### src/rtl/shb_pkg.sv
package shb_pkg;

  typedef enum logic [2:0] {
    CELL_OFF,
    CELL_POS,
    CELL_NEG,
    CELL_ZERO_P,
    CELL_ZERO_N
  } cell_mode_t;

  // Nibble order, LSB first: S1, S2, S3, S4
  localparam logic [3:0] NIB_POS    = 4'b1001;
  localparam logic [3:0] NIB_NEG    = 4'b0110;
  localparam logic [3:0] NIB_LOWZ   = 4'b1100;
  localparam logic [3:0] NIB_HIGHZ  = 4'b0011;
  localparam logic [3:0] NIB_IDLE   = NIB_LOWZ;

endpackage

### src/rtl/shb_phase.sv
module shb_phase #(
  parameter int PH_W  = 32,
  parameter int CELLS = 5
) (
  input  logic                  clk,
  input  logic                  rst_n,
  input  logic                  enable,
  input  logic [PH_W-1:0]       step,
  input  logic [CELLS*PH_W-1:0] ang_in,
  output logic [PH_W-1:0]       phase,
  output logic                  run,
  output logic [CELLS*PH_W-1:0] ang_q
);

  logic [PH_W:0] sum;
  assign sum = {1'b0, phase} + {1'b0, step};

  always_ff @(posedge clk) begin
    if (!rst_n) begin
      phase <= '0;
      run   <= 1'b0;
      ang_q <= '0;
    end else if (!enable) begin
      phase <= '0;
      run   <= 1'b0;
      ang_q <= ang_in;
    end else begin
      run   <= 1'b1;
      phase <= sum[PH_W-1:0];
      if (sum[PH_W]) ang_q <= ang_in;
    end
  end

  // a running, enabled sweep advances by exactly one step
  p_phase_adv_r6: assert property (@(posedge clk) disable iff (!rst_n)
    (enable && run) |=> (phase == $past(phase) + $past(step)));

  // no wrap while enabled means the captured angles stay put
  p_angle_hold_r7: assert property (@(posedge clk) disable iff (!rst_n)
    (enable && !sum[PH_W]) |=> $stable(ang_q));

endmodule

### src/rtl/shb_window.sv
module shb_window #(
  parameter int PH_W  = 32,
  parameter int CELLS = 5
) (
  input  logic [PH_W-1:0]       phase,
  input  logic                  run,
  input  logic [CELLS*PH_W-1:0] ang_q,
  output logic [CELLS-1:0]      active,
  output logic                  neg
);

  localparam logic [PH_W-1:0] HALF = {1'b1, {(PH_W-1){1'b0}}};

  logic [PH_W-1:0] h;
  assign h   = {1'b0, phase[PH_W-2:0]};
  assign neg = phase[PH_W-1];

  for (genvar k = 0; k < CELLS; k++) begin : g_cell_win
    logic [PH_W-1:0] a;
    logic [PH_W-1:0] lim;
    assign a   = ang_q[k*PH_W +: PH_W];
    assign lim = HALF - a;
    assign active[k] = run && (h >= a) && (h < lim);
  end

endmodule

### src/rtl/shb_cell_gate.sv
module shb_cell_gate
  import shb_pkg::*;
(
  input  logic       clk,
  input  logic       rst_n,
  input  logic       run,
  input  logic       active,
  input  logic       neg,
  output logic [3:0] nib
);

  cell_mode_t mode;

  always_comb begin
    if (!run)          mode = CELL_OFF;
    else if (active)   mode = neg ? CELL_NEG : CELL_POS;
    else               mode = neg ? CELL_ZERO_N : CELL_ZERO_P;
  end

  always_comb begin
    case (mode)
      CELL_POS:    nib = NIB_POS;
      CELL_NEG:    nib = NIB_NEG;
      CELL_ZERO_N: nib = NIB_HIGHZ;
      default:     nib = NIB_LOWZ;
    endcase
  end

  // two switches on, never both devices of one leg (S1/S3, S2/S4)
  p_leg_safe_r2: assert property (@(posedge clk) disable iff (!rst_n)
    ($countones(nib) == 2) && !(nib[0] && nib[2]) && !(nib[1] && nib[3]));

endmodule

### src/rtl/shb_staircase_gen.sv
module shb_staircase_gen
  import shb_pkg::*;
#(
  parameter int PH_W  = 32,
  parameter int CELLS = 5,
  parameter int LVL_W = $clog2(CELLS + 1) + 1
) (
  input  logic                       clk,
  input  logic                       rst_n,
  input  logic                       enable,
  input  logic [PH_W-1:0]            phase_step,
  input  logic [CELLS*PH_W-1:0]      angles,
  output logic [4*CELLS-1:0]         gates,
  output logic signed [LVL_W-1:0]    level
);

  localparam logic [4*CELLS-1:0] IDLE_ALL = {CELLS{NIB_IDLE}};

  logic [PH_W-1:0]       phase;
  logic                  run;
  logic [CELLS*PH_W-1:0] ang_q;
  logic [CELLS-1:0]      active;
  logic                  neg;

  shb_phase #(.PH_W(PH_W), .CELLS(CELLS)) u_phase (
    .clk(clk), .rst_n(rst_n), .enable(enable), .step(phase_step),
    .ang_in(angles), .phase(phase), .run(run), .ang_q(ang_q)
  );

  shb_window #(.PH_W(PH_W), .CELLS(CELLS)) u_window (
    .phase(phase), .run(run), .ang_q(ang_q), .active(active), .neg(neg)
  );

  for (genvar k = 0; k < CELLS; k++) begin : g_cell
    shb_cell_gate u_gate (
      .clk(clk), .rst_n(rst_n), .run(run), .active(active[k]),
      .neg(neg), .nib(gates[4*k +: 4])
    );
  end

  logic [LVL_W-1:0] cnt;
  always_comb begin
    cnt = '0;
    for (int k = 0; k < CELLS; k++) cnt = cnt + LVL_W'(active[k]);
    level = neg ? -$signed(cnt) : $signed(cnt);
  end

  // Checking helpers: polarity counts read back from the gate pattern
  int g_pos;
  int g_neg;
  always_comb begin
    g_pos = 0;
    g_neg = 0;
    for (int k = 0; k < CELLS; k++) begin
      if (gates[4*k +: 4] == NIB_POS) g_pos = g_pos + 1;
      if (gates[4*k +: 4] == NIB_NEG) g_neg = g_neg + 1;
    end
  end

  // reported level agrees with the cells actually driven
  p_level_gates_r1: assert property (@(posedge clk) disable iff (!rst_n)
    int'(level) == (g_pos - g_neg));

  // never positive and negative cells at once
  p_one_polarity_r3: assert property (@(posedge clk) disable iff (!rst_n)
    !((g_pos > 0) && (g_neg > 0)));

  // an edge with enable low leaves every cell idle at level 0
  p_idle_r8: assert property (@(posedge clk) disable iff (!rst_n)
    !enable |=> ((gates == IDLE_ALL) && (level == 0)));

endmodule

### config.mk
export PLATFORM = sky130hd
export DESIGN_NAME = shb_staircase_gen
export DESIGN_NICKNAME = d
export VERILOG_FILES = /design/src/rtl/shb_pkg.sv /design/src/rtl/shb_phase.sv /design/src/rtl/shb_window.sv /design/src/rtl/shb_cell_gate.sv /design/src/rtl/shb_staircase_gen.sv
export SDC_FILE = /design/constraint.sdc
export NUM_CORES = 1
export LEC_CHECK = 0
export BUFFER_PORTS_ARGS = -buffer_cell sky130_fd_sc_hd__buf_2
export CORE_ASPECT_RATIO = 1.75
export CORE_UTILIZATION = 53
export DETAILED_ROUTE_END_ITERATION = 8
export PLACE_DENSITY_LB_ADDON = 0.3
export SLEW_MARGIN = 20
export SYNTH_ARGS = -nofsm -noshare
export SYNTH_HDL_FRONTEND = slang
export SYNTH_SLANG_ARGS = --single-unit
### constraint.sdc
create_clock -name clk -period 5.35 [get_ports clk]
set_input_delay 0.535 -clock clk [delete_from_list [all_inputs] [get_ports clk]]
set_output_delay 0.535 -clock clk [all_outputs]
set_load 0.03 [all_outputs]
### Word level (Yosys, flattened, before mapping)

Index checks and enable logic that the tools add are counted.

* bits in registers: 193
* bits of input ports: 195
* output and inout bits: 24
* logic and storage cells: 72

* $add $sub $neg: 11
* magnitude comparators: 10
* eq/ne operators: 16
* muxes and demuxes: 21
* reductions and logical operators: 11

Operator list (number)
* 160-bit two-way mux: 2
* 31-bit by 32-bit >= comparator with 1-bit output: 5
* 31-bit by 32-bit less-than comparator with 1-bit output: 5
* 32-bit subtractor, first input constant: 5
* 4-bit one-hot mux with 3 select lines: 5
* 32-bit by 32-bit adder with 33-bit output: 1
* 3-bit two-way mux: 11
* 3-bit by 1-bit == test with 1-bit output, second input constant: 5
* 3-bit by 2-bit == test with 1-bit output, second input constant: 5
* 3-bit == test, second input constant: 5
* 1-bit logical AND: 10
* 3-bit by 1-bit adder with 4-bit output: 1
* 4-bit by 1-bit adder with 4-bit output: 1
* 4-bit two-way mux: 1
* 4-bit negator: 1
* 2-bit by 1-bit adder with 3-bit output: 1
* 1-bit by 1-bit adder with 2-bit output: 1
* 2-bit two-way mux: 1
* 2-bit by 1-bit inequality test with 1-bit output, second input constant: 1
* 2-bit AND reduction: 1
* 1-bit two-way mux: 1

### Logic depth before layout (Yosys ltp)

* depth after elaboration: 9
* gate-level depth with buffers: 24
* depth with buffers taken out: 24

### Cells and area by module

From an unflattened synthesis, not the netlist that was laid out.

* cells, all modules: 2381
* area, all modules: 18371.4 µm²

Modules (own cells, without submodules)
* shb_window: times used 1, cells each 1303, area an instance 9649.3 µm², seq. area each 0.0 µm²
* shb_phase: times used 1, cells each 1019, area an instance 8269.2 µm², seq. area each 3863.7 µm²
* shb_cell_gate: times used 5, cells each 8, area an instance 61.3 µm², seq. area each 0.0 µm²
* shb_staircase_gen: times used 1, cells each 19, area an instance 146.4 µm², seq. area each 0.0 µm²

### Worst setup path before layout

Ideal clock, no wire load.

* path kind: register to output
* start: register u_phase.ang_q[32]
* end: output level[2]
* arrival time: 5692 ps
* data required time: 4815 ps
* path slack: -877 ps
* stages on the path, launching flop included: 24
* buffers on the path: 0
* cell sequence: dfxtp_1 -> or4_4 -> nor4_4 -> inv_2 -> nor2_4 -> nand2_2 -> or3_4 -> or3_4 -> nor3_2 -> xnor2_1 -> ha_1 -> a21o_1 -> a211oi_1 -> o311a_1 -> o21ai_0 -> a31oi_1 -> o211ai_1 -> fa_1 -> fa_1 -> ha_1 -> inv_1 -> ha_1 -> nand2b_1 -> xnor2_1

* longest elaborated chain between the ends: 9
* elaborated cells between the ends (all ways): 11
* those cells by class: 6 x add/sub; 2 x order compare; 1 x mux; 2 x reduce/logical

RTL lines
* start: declaration: line shb_phase.sv:12 `output logic [CELLS*PH_W-1:0] ang_q`
* start signal: assignment: line shb_phase.sv:26 `ang_q <= ang_in;`
* start signal: assignment: line shb_phase.sv:30 `if (sum[PH_W]) ang_q <= ang_in;`
* 32-bit subtractor or 31-bit by 32-bit >= comparator with 1-bit output (tied branches): line shb_window.sv:22, shb_window.sv:23
* 31-bit by 32-bit less-than comparator with 1-bit output or 1-bit logical AND (tied branches): line shb_window.sv:23 `assign active[k] = run && (h >= a) && (h < lim);`
* 1-bit logical AND *: line shb_window.sv:23
* 1-bit by 1-bit adder with 2-bit output *: line shb_staircase_gen.sv:44 `for (int k = 0; k < CELLS; k++) cnt = cnt + LVL_W'(active[k]);`
* 2-bit by 1-bit adder with 3-bit output *: line shb_staircase_gen.sv:44
* 3-bit by 1-bit adder with 4-bit output *: line shb_staircase_gen.sv:44
* 4-bit by 1-bit adder with 4-bit output *: line shb_staircase_gen.sv:44
* 4-bit negator: line shb_staircase_gen.sv:45 `level = neg ? -$signed(cnt) : $signed(cnt);`
* 4-bit two-way mux *: line shb_staircase_gen.sv:45
* end: declaration: line shb_staircase_gen.sv:14 `output logic signed [LVL_W-1:0] level`

Every way passes the cells marked *; elsewhere a longest branch is shown, timed or not.

### Final worst setup path

* start: register u_phase.ang_q[35]
* end: output level[2]

Same word-level chain as after synthesis.

==> results.py <==
metrics = {
    "sta": {
        "hold_slack_ps": 294.8,
        "fin_crit_sh_pct": 119.0,
        "fmax_mhz": 157.1,
        "rsz0062_at_grt": "yes",
        "fin_tns_setup_ps": -3540,
        "post-route-min-period_ps": 6366,
        "drv_slew": 0,
        "finalSetupViolations": 7,
        "setup_ws_ps": -1016,
        "relSlewSlack_pct": 40.67,
        "clock_skew_ps": 10.83,
        "hold_viol_final": 0,
        "tightestPinTransition_ps": 890.0,
    },
    "route": {
        "wl_per_cell_um": 17.03,
        "route.detailed.drc": 0,
        "routed_wl_um": 53690,
        "vias_per_cell": 5.612,
        "ant_nets": 0,
        "drtIter0Drc": 788,
        "first_pass_iters": 5,
        "num_vias": 17689,
    },
    "floorplanning": {
        "die_area_um2": 36060,
        "core_area_um2": 34570,
        "rows": 90,
        "die_width_um": 144.0,
        "start_util_pct": 54.08,
        "die_height_um": 250.5,
        "ioPinCount": 219,
    },
    "run_status": {
        "status": "finished with violations",
        "violations": "negative setup slack",
    },
    "clock_tree": {
        "htree_levels": 4,
        "ctsHoldBuffers": 0,
        "insertion_delay_ps": 470,
        "cts_tree": "yes",
        "clockBufferDepth": 2,
        "cts-root-buf": "clkbuf_16",
        "clk_pin_slew_ps": 80,
        "cts_made_buffers": 17,
        "numClockSinks": 193,
    },
    "worst_setup_path": {
        "crit_arrival_ps": 5830,
        "cp-end-kind": "primary output",
        "path_class": "reg2out",
        "critPathMaxFanout": 4,
        "worstPathRequired_ps": 4820,
        "reg2reg_to": "u_phase.ang_q[108]",
        "start_kind": "flop",
        "startpoint": "u_phase.ang_q[35]",
        "r2r_slack_ps": 1210,
        "cp-endpoint": "level[2]",
        "r2r_cells": 11,
        "r2r_start": "u_phase.phase[2]",
    },
    "synthesis": {
        "yosysWarnings": 0,
        "synth_compound_area_share_pct": 13.30,
        "syn_nets": 2856,
        "syn_inst": 2308,
        "synthFlopType": "dfxtp_1",
        "yosys.area_share.simple_pct": 20.04,
        "synth_cell_types": 75,
        "synth_top_family_by_area": "adder cells",
        "synth-xor-area-share_pct": 7.729,
        "netlist_area_um2": 18700,
        "yosysSeqAreaShare_pct": 20.67,
        "synth.area.mux_share_pct": 8.619,
        "synth_edf_count": 0,
        "ys_ff_latch": 193,
        "async_flop_share_pct": 0,
        "synth_area_per_cell_um2": 8.101,
        "yosys.area_share.adder_pct": 23.74,
    },
    "cells_and_area": {
        "final_cell_area_um2": 22500,
        "final_nets": 3227,
        "drive_gt1_share_pct": 19.99,
        "antennaDiodeCount": 0,
        "final_util_pct": 65.09,
        "area_growth_syn_to_layout_pct": 20.36,
    },
    "place": {
        "dp_hpwl_um": 43910,
        "placed_cell_area_um2": 21590,
        "port_buffers": 218,
        "dp_slack_ps": -651.5,
        "gp_congestion": 0.9724,
    },
    "global_routing": {
        "grt_pass1_wl_um": 86770,
        "antenna_found_initial": 0,
        "grt_overflow": 0,
        "grt_usage_pct": 30.62,
        "grt_max_degree": 200,
        "grt_pass1_vias": 18315,
    },
    "job": {
        "maxCapViolCount": 0,
    },
    "min_path": {
        "worst_hold_startpoint": "angles[61]",
        "min_path_type": "in2reg",
    },
    "power_and_ir_drop": {
        "leakagePower_nw": 11.38,
        "ir_worst_vdd_mv": 0.2278,
        "power_density_nw_per_um2": 239.0,
    },
}
timing repair:
item | 4_1_cts | 5_1_grt
setup buffers | 6 | 3
endpoints found under the setup margin | 12 | 14
gates cloned | 0 | 0
pin swaps | 9 | 17
resized for setup | 37 | 31
final cells by class:
class / instances / area (um^2)
Clock buffer: 21 / 450.4
Clock inverter: 11 / 128.9
Fill cell: 3021 / 12070
Inverter: 180 / 678.2
Multi-Input combinational cell: 1858 / 14000
Sequential cell: 193 / 3866
Tap cell: 460 / 575.6
Timing Repair Buffer: 429 / 2803
critical path, cell delays in order, from the launching register on:
cell and delay (ps):
dfxtp_2 320, or4_4 550, nor4_4 210, inv_2 80
nor2_4 110, nand2_2 70, or3_4 340, or3_4 380
nor3_4 140, xnor2_1 100, ha_1 310, a21o_1 190
a211oi_2 170, o311a_1 180, o21ai_1 60, a31oi_1 170
o211ai_1 170, fa_1 510, fa_2 390, ha_4 290
inv_4 40, ha_4 140, nand2b_4 150, xnor2_4 160
buf_6 140
cells in the mapped netlist, types with 4 or more instances:
| library cell | n | area [um^2] |
|---|---|---|
| ha_1 | 350 | 4379 |
| mux2i_1 | 161 | 1612 |
| nand4_1 | 54 | 337.8 |
| a31oi_1 | 9 | 56.30 |
| o21ai_1 | 10 | 50.05 |
| nor2b_1 | 24 | 150.1 |
| nor4_1 | 16 | 100.1 |
| a221oi_1 | 4 | 35.03 |
| nor2_1 | 97 | 364.1 |
| clkbuf_1 | 48 | 180.2 |
| a2111oi_0 | 4 | 35.03 |
| nor3_1 | 48 | 240.2 |
| buf_6 | 11 | 123.9 |
| a21o_1 | 97 | 728.2 |
| xor2_1 | 26 | 227.7 |
| o21a_1 | 13 | 97.59 |
| inv_2 | 12 | 45.04 |
| nor3b_1 | 7 | 52.55 |
| nor3_2 | 4 | 40.04 |
| and3_1 | 9 | 56.30 |
| buf_2 | 4 | 20.02 |
| xnor2_1 | 139 | 1217 |
| o21ai_0 | 73 | 365.4 |
| nand3_1 | 57 | 285.3 |
| dfxtp_1 | 193 | 3864 |
| nand2b_1 | 23 | 143.9 |
| a21oi_1 | 103 | 515.5 |
| and4_1 | 7 | 61.31 |
| inv_1 | 168 | 630.6 |
| o211ai_1 | 10 | 75.07 |
| a211oi_1 | 14 | 105.1 |
| nand2_1 | 410 | 1539 |
| or3_1 | 9 | 56.30 |
| nor4_2 | 8 | 100.1 |
| o21bai_1 | 4 | 30.03 |
| buf_4 | 14 | 105.1 |
stage by stage:
step	power, mW	instances
final	5.379	3152
after global routing	5.746	3152
after CTS	5.361	3149
after detailed placement	3.997	3111
after global placement	3.903	3111
after floorplan	3.241	2308
kinds of logic after synthesis:
group	Yosys count
AOI/OAI and AO/OA	382
adders and majority gates	353
muxes	161
xor gates and xnor gates	165
and+or+nand+nor	797
buffers and inverters	257
DFF	193
per-layer routing:
metal | up-vias | share of wire (%) | GRT usage (%)
met2 | 523 | 51 | 55.10
met1 | 8137 | 38 | 32.32
met5 | - | 0 | 0
met3 | 212 | 3.7 | 3.804
li1 | 8817 | - | -
met4 | 0 | 7.3 | 21.52
power breakdown:
part           total (mW)  internal (mW)  switching [mW]
logic                2.33           1.10            1.23
registers            1.73           1.56           0.171
clock network        1.31          0.705           0.606
flip-flops by register name (all words and copies together), names as in the netlist:
signal and flops:
u_phase.run 1, u_phase.ang_q 160, u_phase.phase 32
worst min-delay path by stage:
stage,to,slack (ps),depth (start not counted)
after floorplan,u_phase.ang_q[107],440,2
after global placement,u_phase.ang_q[81],450,2
after detailed placement,u_phase.ang_q[22],460,2
after CTS,u_phase.ang_q[61],290,3
after global routing,u_phase.ang_q[145],300,3
final,u_phase.ang_q[61],290,3
placed cells by master (no fill, tap or decap), types with 7 or more instances in the layout:
cell,Yosys,layout
or3_1,9,7
o21ai_1,10,15
a211oi_1,14,13
a21o_1,97,97
clkbuf_16,0,17
dfxtp_1,193,191
xor2_1,26,26
o21a_1,13,13
inv_1,168,166
buf_6,11,10
nand2b_1,23,22
and3_1,9,8
nand3_1,57,55
nand4_1,54,54
buf_2,4,205
o211ai_1,10,10
a31oi_1,9,9
nor2b_1,24,23
mux2i_1,161,161
inv_2,12,13
and4_1,7,7
o21ai_0,73,66
nor2_1,97,96
ha_1,350,348
nand2_1,410,409
buf_4,14,209
nor4_1,16,14
a21oi_1,103,99
nor3_1,48,44
xnor2_1,139,137
No activity file was read; power rests on OpenSTA's default activity.
